<file path="config.mk">
export PLATFORM = sky130hd
export DESIGN_NAME = pll_prog_seq
export DESIGN_NICKNAME = d
export VERILOG_FILES = /design/src/rtl/pll_seq_pkg.sv /design/src/rtl/pll_div_split.sv /design/src/rtl/pll_word_build.sv /design/src/rtl/pll_spi_shift.sv /design/src/rtl/pll_prog_seq.sv
export SDC_FILE = /design/constraint.sdc
export NUM_CORES = 1
export LEC_CHECK = 0
export ABC_AREA = 1
export BUFFER_PORTS_ARGS = -buffer_cell sky130_fd_sc_hd__buf_2
export CORE_ASPECT_RATIO = 1.1
export CORE_MARGIN = 1.5
export CORE_UTILIZATION = 63
export CTS_BUF_LIST = sky130_fd_sc_hd__clkbuf_4
export CTS_CLUSTER_DIAMETER = 200
export CTS_CLUSTER_SIZE = 28
export DETAILED_ROUTE_END_ITERATION = 10
export GPL_TIMING_DRIVEN = 0
export PLACE_DENSITY_LB_ADDON = 0.15
export SYNTH_ARGS = -nofsm -noshare
export SYNTH_HDL_FRONTEND = slang
export SYNTH_HIERARCHICAL = 1
export SYNTH_SLANG_ARGS = --single-unit
</file>
<file path="constraint.sdc">
create_clock -name clk -period 2.5 [get_ports clk]
set_input_delay 0.25 -clock clk [delete_from_list [all_inputs] [get_ports clk]]
set_output_delay 0.25 -clock clk [all_outputs]
set_load 0.01 [all_outputs]
</file>
<file path="src/rtl/pll_seq_pkg.sv">
package pll_seq_pkg;
  localparam int WORD_W = 24;
  localparam int A_W    = 5;
  localparam int B_W    = 13;

  typedef enum logic [1:0] {
    ADDR_REF  = 2'd0,
    ADDR_DIV  = 2'd1,
    ADDR_FUNC = 2'd2,
    ADDR_INIT = 2'd3
  } latch_addr_e;

  typedef enum logic [1:0] {
    SH_IDLE  = 2'd0,
    SH_SHIFT = 2'd1,
    SH_LATCH = 2'd2
  } sh_state_e;

  // bits of the control word taken from the free-form input
  localparam logic [WORD_W-1:0] CTRL_KEEP = 24'h3FFF8C;

  function automatic logic [6:0] psc_modulus(input logic [1:0] code);
    return 7'd8 << code;
  endfunction

  function automatic logic [WORD_W-1:0] tag_word(input logic [WORD_W-1:0] body,
                                                 input latch_addr_e addr);
    return {body[WORD_W-1:2], addr};
  endfunction
endpackage

</file>
<file path="src/rtl/pll_div_split.sv">
module pll_div_split
  import pll_seq_pkg::*;
#(
  parameter int N_W = 19
) (
  input  logic [N_W-1:0] n_div,
  input  logic [1:0]     psc_sel,
  output logic [A_W-1:0] a_fld,
  output logic [B_W-1:0] b_fld,
  output logic           bad
);
  localparam logic [N_W-1:0] B_MAX = N_W'((1 << B_W) - 1);
  localparam logic [N_W-1:0] A_MAX = N_W'((1 << A_W) - 1);

  logic [N_W-1:0] mask;
  logic [N_W-1:0] b_full;
  logic [N_W-1:0] a_full;

  always_comb begin
    mask   = N_W'(psc_modulus(psc_sel)) - 1'b1;
    b_full = n_div >> (32'd3 + 32'(psc_sel));
    a_full = n_div & mask;
    bad    = (b_full < a_full) || (b_full > B_MAX) || (a_full > A_MAX);
    a_fld  = a_full[A_W-1:0];
    b_fld  = b_full[B_W-1:0];
  end
endmodule

</file>
<file path="src/rtl/pll_word_build.sv">
module pll_word_build
  import pll_seq_pkg::*;
#(
  parameter int R_W = 14
) (
  input  logic [R_W-1:0]    r_div,
  input  logic              ldp,
  input  logic              cp_gain,
  input  logic [1:0]        psc_sel,
  input  logic [2:0]        muxout,
  input  logic [WORD_W-1:0] misc_ctrl,
  input  logic [A_W-1:0]    a_fld,
  input  logic [B_W-1:0]    b_fld,
  output logic [WORD_W-1:0] w_ref,
  output logic [WORD_W-1:0] w_func,
  output logic [WORD_W-1:0] w_init,
  output logic [WORD_W-1:0] w_div
);
  logic [WORD_W-1:0] ctrl;

  always_comb begin
    w_ref  = tag_word((WORD_W'(r_div) << 2) | (WORD_W'(ldp) << 20), ADDR_REF);
    ctrl   = (misc_ctrl & CTRL_KEEP) | (WORD_W'(psc_sel) << 22) | (WORD_W'(muxout) << 4);
    w_func = tag_word(ctrl, ADDR_FUNC);
    w_init = tag_word(ctrl, ADDR_INIT);
    w_div  = tag_word((WORD_W'(cp_gain) << 21) | (WORD_W'(b_fld) << 8) | (WORD_W'(a_fld) << 2),
                      ADDR_DIV);
  end
endmodule

</file>
<file path="src/rtl/pll_spi_shift.sv">
module pll_spi_shift
  import pll_seq_pkg::*;
#(
  parameter int W    = 24,
  parameter int HALF = 2
) (
  input  logic         clk,
  input  logic         rst_n,
  input  logic         load,
  input  logic [W-1:0] word,
  output logic         sclk,
  output logic         sdata,
  output logic         le,
  output logic         idle,
  output logic         done
);
  localparam int PH_W = $clog2(2 * HALF) + 1;
  localparam int BC_W = $clog2(W) + 1;
  localparam logic [PH_W-1:0] PH_HALF_END = PH_W'(HALF - 1);
  localparam logic [PH_W-1:0] PH_LE_END   = PH_W'(2 * HALF - 1);
  localparam logic [BC_W-1:0] BC_LAST     = BC_W'(W - 1);

  sh_state_e       state;
  logic [W-1:0]    sh;
  logic [PH_W-1:0] ph;
  logic [BC_W-1:0] bc;

  assign idle = (state == SH_IDLE);

  always_ff @(posedge clk or negedge rst_n) begin
    if (!rst_n) begin
      state <= SH_IDLE;
      sh    <= '0;
      ph    <= '0;
      bc    <= '0;
      sclk  <= 1'b0;
      sdata <= 1'b0;
      le    <= 1'b0;
      done  <= 1'b0;
    end else begin
      done <= 1'b0;
      case (state)
        SH_IDLE: begin
          if (load) begin
            sh    <= word;
            sdata <= word[W-1];
            bc    <= '0;
            ph    <= '0;
            sclk  <= 1'b0;
            state <= SH_SHIFT;
          end
        end
        SH_SHIFT: begin
          if (ph == PH_HALF_END) begin
            ph <= '0;
            if (!sclk) begin
              sclk <= 1'b1;
            end else begin
              sclk <= 1'b0;
              if (bc == BC_LAST) begin
                state <= SH_LATCH;
                le    <= 1'b1;
                sdata <= 1'b0;
              end else begin
                bc    <= bc + 1'b1;
                sh    <= sh << 1;
                sdata <= sh[W-2];
              end
            end
          end else begin
            ph <= ph + 1'b1;
          end
        end
        SH_LATCH: begin
          if (ph == PH_LE_END) begin
            ph    <= '0;
            le    <= 1'b0;
            done  <= 1'b1;
            state <= SH_IDLE;
          end else begin
            ph <= ph + 1'b1;
          end
        end
        default: state <= SH_IDLE;
      endcase
    end
  end
endmodule

</file>
<file path="src/rtl/pll_prog_seq.sv">
module pll_prog_seq
  import pll_seq_pkg::*;
#(
  parameter int N_W  = 19,
  parameter int R_W  = 14,
  parameter int HALF = 2
) (
  input  logic              clk,
  input  logic              rst_n,
  input  logic              start,
  input  logic [N_W-1:0]    n_div,
  input  logic [1:0]        psc_sel,
  input  logic [R_W-1:0]    r_div,
  input  logic              ldp,
  input  logic              cp_gain,
  input  logic [2:0]        muxout,
  input  logic [WORD_W-1:0] misc_ctrl,
  output logic              sclk,
  output logic              sdata,
  output logic              le,
  output logic              busy,
  output logic              err
);
  localparam int NWORDS = 4;

  logic [A_W-1:0]    a_fld;
  logic [B_W-1:0]    b_fld;
  logic              split_bad;
  logic              accept;
  logic              load;
  logic              word_done;
  logic              sh_idle;
  logic              launched;
  logic [1:0]        idx;
  logic [WORD_W-1:0] built [NWORDS];
  logic [WORD_W-1:0] words [NWORDS];

  pll_div_split #(.N_W(N_W)) u_split (
    .n_div(n_div), .psc_sel(psc_sel), .a_fld(a_fld), .b_fld(b_fld), .bad(split_bad)
  );

  // built[] is in transmit order: reference, function, init, divider
  pll_word_build #(.R_W(R_W)) u_build (
    .r_div(r_div), .ldp(ldp), .cp_gain(cp_gain), .psc_sel(psc_sel), .muxout(muxout),
    .misc_ctrl(misc_ctrl), .a_fld(a_fld), .b_fld(b_fld),
    .w_ref(built[0]), .w_func(built[1]), .w_init(built[2]), .w_div(built[3])
  );

  assign accept = start & ~busy;
  assign load   = busy & sh_idle & ~launched;

  always_ff @(posedge clk or negedge rst_n) begin
    if (!rst_n) begin
      busy     <= 1'b0;
      err      <= 1'b0;
      launched <= 1'b0;
      idx      <= '0;
    end else if (accept) begin
      if (split_bad) begin
        err <= 1'b1;
      end else begin
        err      <= 1'b0;
        busy     <= 1'b1;
        launched <= 1'b0;
        idx      <= '0;
      end
    end else if (busy) begin
      if (load) launched <= 1'b1;
      if (word_done) begin
        launched <= 1'b0;
        if (idx == 2'(NWORDS - 1)) busy <= 1'b0;
        else idx <= idx + 1'b1;
      end
    end
  end

  for (genvar g = 0; g < NWORDS; g++) begin : g_wreg
    always_ff @(posedge clk or negedge rst_n) begin
      if (!rst_n) words[g] <= '0;
      else if (accept && !split_bad) words[g] <= built[g];
    end
  end

  pll_spi_shift #(.W(WORD_W), .HALF(HALF)) u_shift (
    .clk(clk), .rst_n(rst_n), .load(load), .word(words[idx]),
    .sclk(sclk), .sdata(sdata), .le(le), .idle(sh_idle), .done(word_done)
  );
endmodule

</file>
==> Yosys cells after proc, flatten, opt, wreduce, memory -nomap -nowiden <==
Cells that the tools add are included.
{ "op_classes": {"shifts": 2, "addsub": 5, "n_bitwise": 12, "n_eq_ne": 14, "magnitude_cmp": 4, "n_reduce_logical": 19, "mux": 55} }
{ "ops": {"columns": ["operator", "n"], "rows": [
  ["$mux W23", 4],
  ["$bmux W24 S2", 1],
  ["$mux W24", 2],
  ["$pmux W23 S2", 1],
  ["$shr A19 B32 Y19", 1],
  ["$mux W1", 24],
  ["$mux W6", 4],
  ["$or A22 B24 Y24", 1],
  ["$or A24 B7 Y24", 1],
  ["$or A22 B21 Y22", 1],
  ["$or A22 B7 Y22", 1],
  ["$or A16 B21 Y21", 1],
  ["$mux W2", 10],
  ["$and A19 B19 Y19", 1],
  ["$gt A19 B13 Y1 const B", 1],
  ["$gt A19 B5 Y1 const B", 1],
  ["$lt A19 B19 Y1", 1],
  ["$reduce_and A5 Y1", 3],
  ["$pmux W6 S2", 1],
  ["$mux W3", 3],
  ["$pmux W3 S3", 1],
  ["$ne A2 B1 Y1 const B", 4],
  ["$ne A2 B2 Y1 const B", 4],
  ["$reduce_and A4 Y1", 2],
  ["25 further kinds", 37]
]} }
{ "word_totals": {"register_bits": 135, "word_cells": 127, "output_inout_bits": 5} }

==> Depth between registers and ports, before layout <==
{ "logic_depth": {"word_depth": 8, "ltp_mapped": 23, "depth_no_buf": 20} }

==> Modules after synthesis <==
The synthesis kept the hierarchy.
{ "by_module_without_submodules": {"columns": ["module", "seq_area_each_um2", "instances", "area_per_inst_um2", "cells_each"], "rows": [
  ["pll_prog_seq", 2527.4, 1, 4907.2, 668],
  ["pll_spi_shift", 950.9, 1, 2208.4, 285],
  ["pll_div_split", 0.0, 1, 810.8, 145],
  ["pll_word_build", 0.0, 1, 728.2, 98]
]} }

==> Least setup slack after synthesis <==
Ideal clock, no wire load.
{ "synth_timing": {"path_type": "input to register", "startpoint": "in psc_sel[0]", "endpoint": "reg words[26] (netlist bit)", "path_stages": 19, "t_arrival_ps": 2158, "setup_ps": 116, "t_required_ps": 2384, "slack_ps": 225, "path_cell_list": "buf_6 -> buf_4 -> nand2_1 -> o21ai_0 -> o21ai_0 -> ha_1 -> a21o_1 -> nor2_1 -> nand2_1 -> a21oi_1 -> nand2_1 -> nand2_1 -> inv_1 -> nand3_2 -> inv_2 -> buf_6 -> buf_6 -> nand2_1 -> nand2_1"} }
{ "synth_between": {"word_cells_on_any_way": 12, "cone_classes": "add/sub: 2; order compare: 3; shift: 2; bitwise: 1; reduce/logical: 4"} }
{ "synth_lines": {"columns": ["element", "line", "source"], "rows": [
  ["start, declared", "pll_prog_seq.sv:12", "input logic [1:0] psc_sel,"],
  ["$add A2 B2 Y3 *", "pll_div_split.sv:21", "b_full = n_div >> (32'd3 + 32'(psc_sel));"],
  ["$shr A19 B32 Y19 *", "pll_div_split.sv:21", null],
  ["named net b_fld[10]", "pll_prog_seq.sv:27", "logic [B_W-1:0] b_fld;"],
  ["$lt A19 B19 Y1 or $gt A19 B13 Y1 (tied branches)", "pll_div_split.sv:23", "bad = (b_full < a_full) || (b_full > B_MAX) || (a_full > A_MAX);"],
  ["$logic_or A1 B1 Y1 * (2 in series)", "pll_div_split.sv:23", null],
  ["named net split_bad", "pll_prog_seq.sv:28", "logic split_bad;"],
  ["$logic_not A1 Y1 *", "pll_prog_seq.sv:80", "else if (accept && !split_bad) words[g] <= built[g];"],
  ["$logic_and A1 B1 Y1 *", "pll_prog_seq.sv:80", null],
  ["end signal, assigned by index", "pll_prog_seq.sv:80", null],
  ["end, declared", "pll_prog_seq.sv:36", "logic [WORD_W-1:0] words [NWORDS];"]
]} }
Mark *: on every way through the listed nets, which the timed path passes. The rest lies on a longest branch.
A chain may end at the register's enable or synchronous reset.

==> Final worst setup path <==
{ "layout_timing": {"startpoint": "in psc_sel[0]", "endpoint": "reg words[53] (netlist bit)"} }
The elaborated chain is that of the path after synthesis.

==> metrics.txt <==
status=finished clean; max_cap viols=0; die area=14400 um^2; share of the synthesized area in the top cell type=40.2%; Worst setup EP type=flop; setup TNS=0 ns; Slew Limit Fails=0; Pint=0.00316 W; Hold Slack=0.0618 ns; Crit Path Max Fanout=10; RSZ-0062 raised after global routing=false; post-synthesis cell area=8650 um^2; htree depth=4; Post-Syn Instances=1196; CP startpoint kind=primary input; pre-CTS setup slack=-0.435 ns; initial antenna violation count=1; Max Clock Skew=0.0159 ns; CTS max path bufs=2; Multi-input gate area=3860 um^2; yosys synthesis warning count=6; fill count=1137; via count=7239; hpwl dp=13.8 mm; area of placed instances=9150 um^2; Final Worst Setup Slack=0.286 ns; Final period util=88.6%; GRT Util Overall=28.3%; syn_area_per_cell=7.24 um^2; number of global-route vias before repair=6968; Core Box Area=13300 um^2; grt ovf=0; # clock sinks=139; maximum VDD drop=0.362 mV; crit path time final=2.21 ns; leading area contributor after synthesis=dfrtp_1; Iter 0 DRT Violations=436; Static Leak=5.87 nW; Synth async-reset ratio=100%; Post-synth EDFFs=0; share of layout cells above drive strength 1=20.2%; post-synthesis sequential area ratio=40.2%; initial core utilization=65.0%; CTS tree=yes; ANT nets after route=0; Core Rows=44; DR DRC count=0; I/O Buffers=27; Comb pwr share=10.0%; PD cells=428 nW/um^2; Synth cell types=40; most frequent cells after synthesis=nand2_1 (643), dfrtp_1 (139), buf_4 (101); Die X=115 um; Final setup viols=0; clock share of power=36.7%; Clock transition at path regs=0.13 ns; pin count of the biggest net entering global routing=98; WP data required=3.00 ns; Switching Share=25.1%; insertion delay to the later sink of the worst-skew pair=0.56 ns; Routability Congestion=0.863; Layout Nets=1399; Max Freq=452 MHz; Setup CP Type=primary input to flop; FF+latch area=3480 um^2; synthesized flop and latch total=139; Area growth syn-to-layout=13.9%; cell area after layout=9860 um^2; drt pass-1 iters=6; Post-Route WL=18.9 mm; most frequent cell after synthesis=nand2_1; CTS buffer count=17; root buffer cell=clkbuf_4; P_sw=0.00106 W; wire per inst=12.6 um; Crit path arrival time=2.71 ns; chip height=126 um; Ports=72; Main synth FF type=dfrtp_1; ranking of synthesized cells by area=dfrtp_1 (40%), nand2_1 (28%), buf_4 (8.8%); Hold Path Class=primary input to flop; first-pass GRT wire length=32.2 mm; power share of the sequential group=53.3%; Final Hold Vio Count=0; via density per instance=4.81
-- per-stage QoR --
| step | instances | power [W] | util (%) |
|---|---|---|---|
| after floorplan | 1221 | 0.00254 | - |
| after global placement | 1432 | 0.00264 | 68.4 |
| after detailed placement | 1433 | 0.00265 | 68.7 |
| after CTS | 1504 | 0.00424 | 73.9 |
| after global routing | 1505 | 0.00439 | 74.0 |
| final | 1505 | 0.00422 | 74.0 |
-- what timing repair did --
item	in CTS	in global routing
gates resized for setup	0	7
setup endpoints to repair	0	80
endpoints found under the hold margin	101	0
hold buffers	39	0
setup buffers	0	0
-- power by group through the flow --
stage               clock network [W]  registers, W  logic (W)
floorplan                           0       0.00229   0.000251
global placement                    0       0.00229   0.000350
detailed placement                  0       0.00229   0.000363
CTS                           0.00157       0.00225   0.000418
global route                  0.00166       0.00225   0.000477
finish                        0.00155       0.00225   0.000423
-- cells by family (layout without fill, tap and decap cells) --
| kind of cell | Yosys count | count (layout) | share of synthesized area [%] |
|---|---|---|---|
| buf+inv | 218 | 317 | 16.4 |
| fa+ha+maj | 25 | 25 | 3.61 |
| other cells | 3 | 29 | 0.130 |
| mux | 8 | 8 | 0.925 |
| compound gates | 34 | 34 | 2.07 |
| flops | 139 | 139 | 40.2 |
| simple gates | 768 | 768 | 36.6 |
| xor+xnor | 1 | 1 | 0.101 |
-- final timing paths --
check	startpoint	to	slack, ns	cells after the start
worst max-delay path	psc_sel[0]	words[53]	0.29	21
worst min-delay path	n_div[0]	words[2]	0.06	5
worst max register to register	u_shift/state[1]	u_shift/bc[2]	0.53	12
worst min register to register	u_shift/sdata	u_shift/sdata	0.48	2
max in group asynchronous	rst_n	words[28]	1.54	3
min in group asynchronous	rst_n	words[89]	0.17	2
-- critical path, cell delays in order --
cell      delay (ns)
buf_2           0.15
buf_6           0.17
buf_6           0.15
mux2i_2         0.23
o21ai_1         0.11
ha_1            0.31
nand2_1         0.06
inv_1           0.06
nand2_1         0.05
nand3b_1        0.15
nor2_1          0.09
nand2_1         0.07
nand2_1         0.07
nand2_1         0.04
inv_1           0.06
nand3_2         0.11
inv_4           0.13
buf_6           0.16
buf_6           0.15
nand2_1         0.06
nand2_1         0.07
-- final cells by class --
class	count	area share (%)
clock inverter	15	1.78
tap	184	2.34
timing repair buffer	67	5.67
clock buffer	17	1.29
antenna	1	0.0254
inverter	69	2.73
sequential	139	35.3
multi-input combinational	864	39.2
buffer	149	11.7
-- registers in the layout, indices dropped and copies added (netlist names) --
signal / cells
busy: 1
err: 1
words: 96
idx: 2
u_shift/sdata: 1
u_shift/sh: 23
launched: 1
u_shift/state: 2
u_shift/le: 1
u_shift/ph: 3
u_shift/done: 1
u_shift/bc: 6
u_shift/sclk: 1
-- placed cells by master, fill, tap and decap left out, types with 2 or more instances in the layout --
| master | n |
|---|---|
| dlygate4sd3_1 | 39 |
| or2_0 | 7 |
| nand2_1 | 643 |
| nor3_1 | 2 |
| nor2_2 | 5 |
| clkinvlp_4 | 5 |
| inv_1 | 61 |
| nand3_1 | 37 |
| ha_1 | 25 |
| bufinv_16 | 3 |
| clkinv_1 | 2 |
| buf_12 | 2 |
| buf_6 | 21 |
| nor2_1 | 17 |
| nand3_2 | 2 |
| inv_4 | 2 |
| nand2_2 | 25 |
| nor2_4 | 2 |
| or2_2 | 17 |
| mux2i_1 | 7 |
| o21ai_0 | 15 |
| nor3b_1 | 2 |
| a21oi_1 | 9 |
| buf_2 | 46 |
| clkbuf_4 | 17 |
| clkbuf_2 | 2 |
| clkbuf_1 | 4 |
| o21ai_1 | 6 |
| dfrtp_1 | 139 |
| conb_1 | 28 |
| nand4_1 | 3 |
| nand3b_1 | 2 |
| inv_2 | 5 |
| buf_4 | 100 |
| clkinv_4 | 4 |
-- routing by layer --
| metal | GRT usage [%] | vias up | routed length [um] |
|---|---|---|---|
| li1 | - | 3730 | - |
| met1 | 36.9 | 3305 | 8520 |
| met2 | 47.9 | 165 | 9240 |
| met3 | 4.57 | 39 | 711 |
| met4 | 10.0 | 0 | 453 |
| met5 | 0 | - | 0 |
Power figures use the tool's default switching activity.
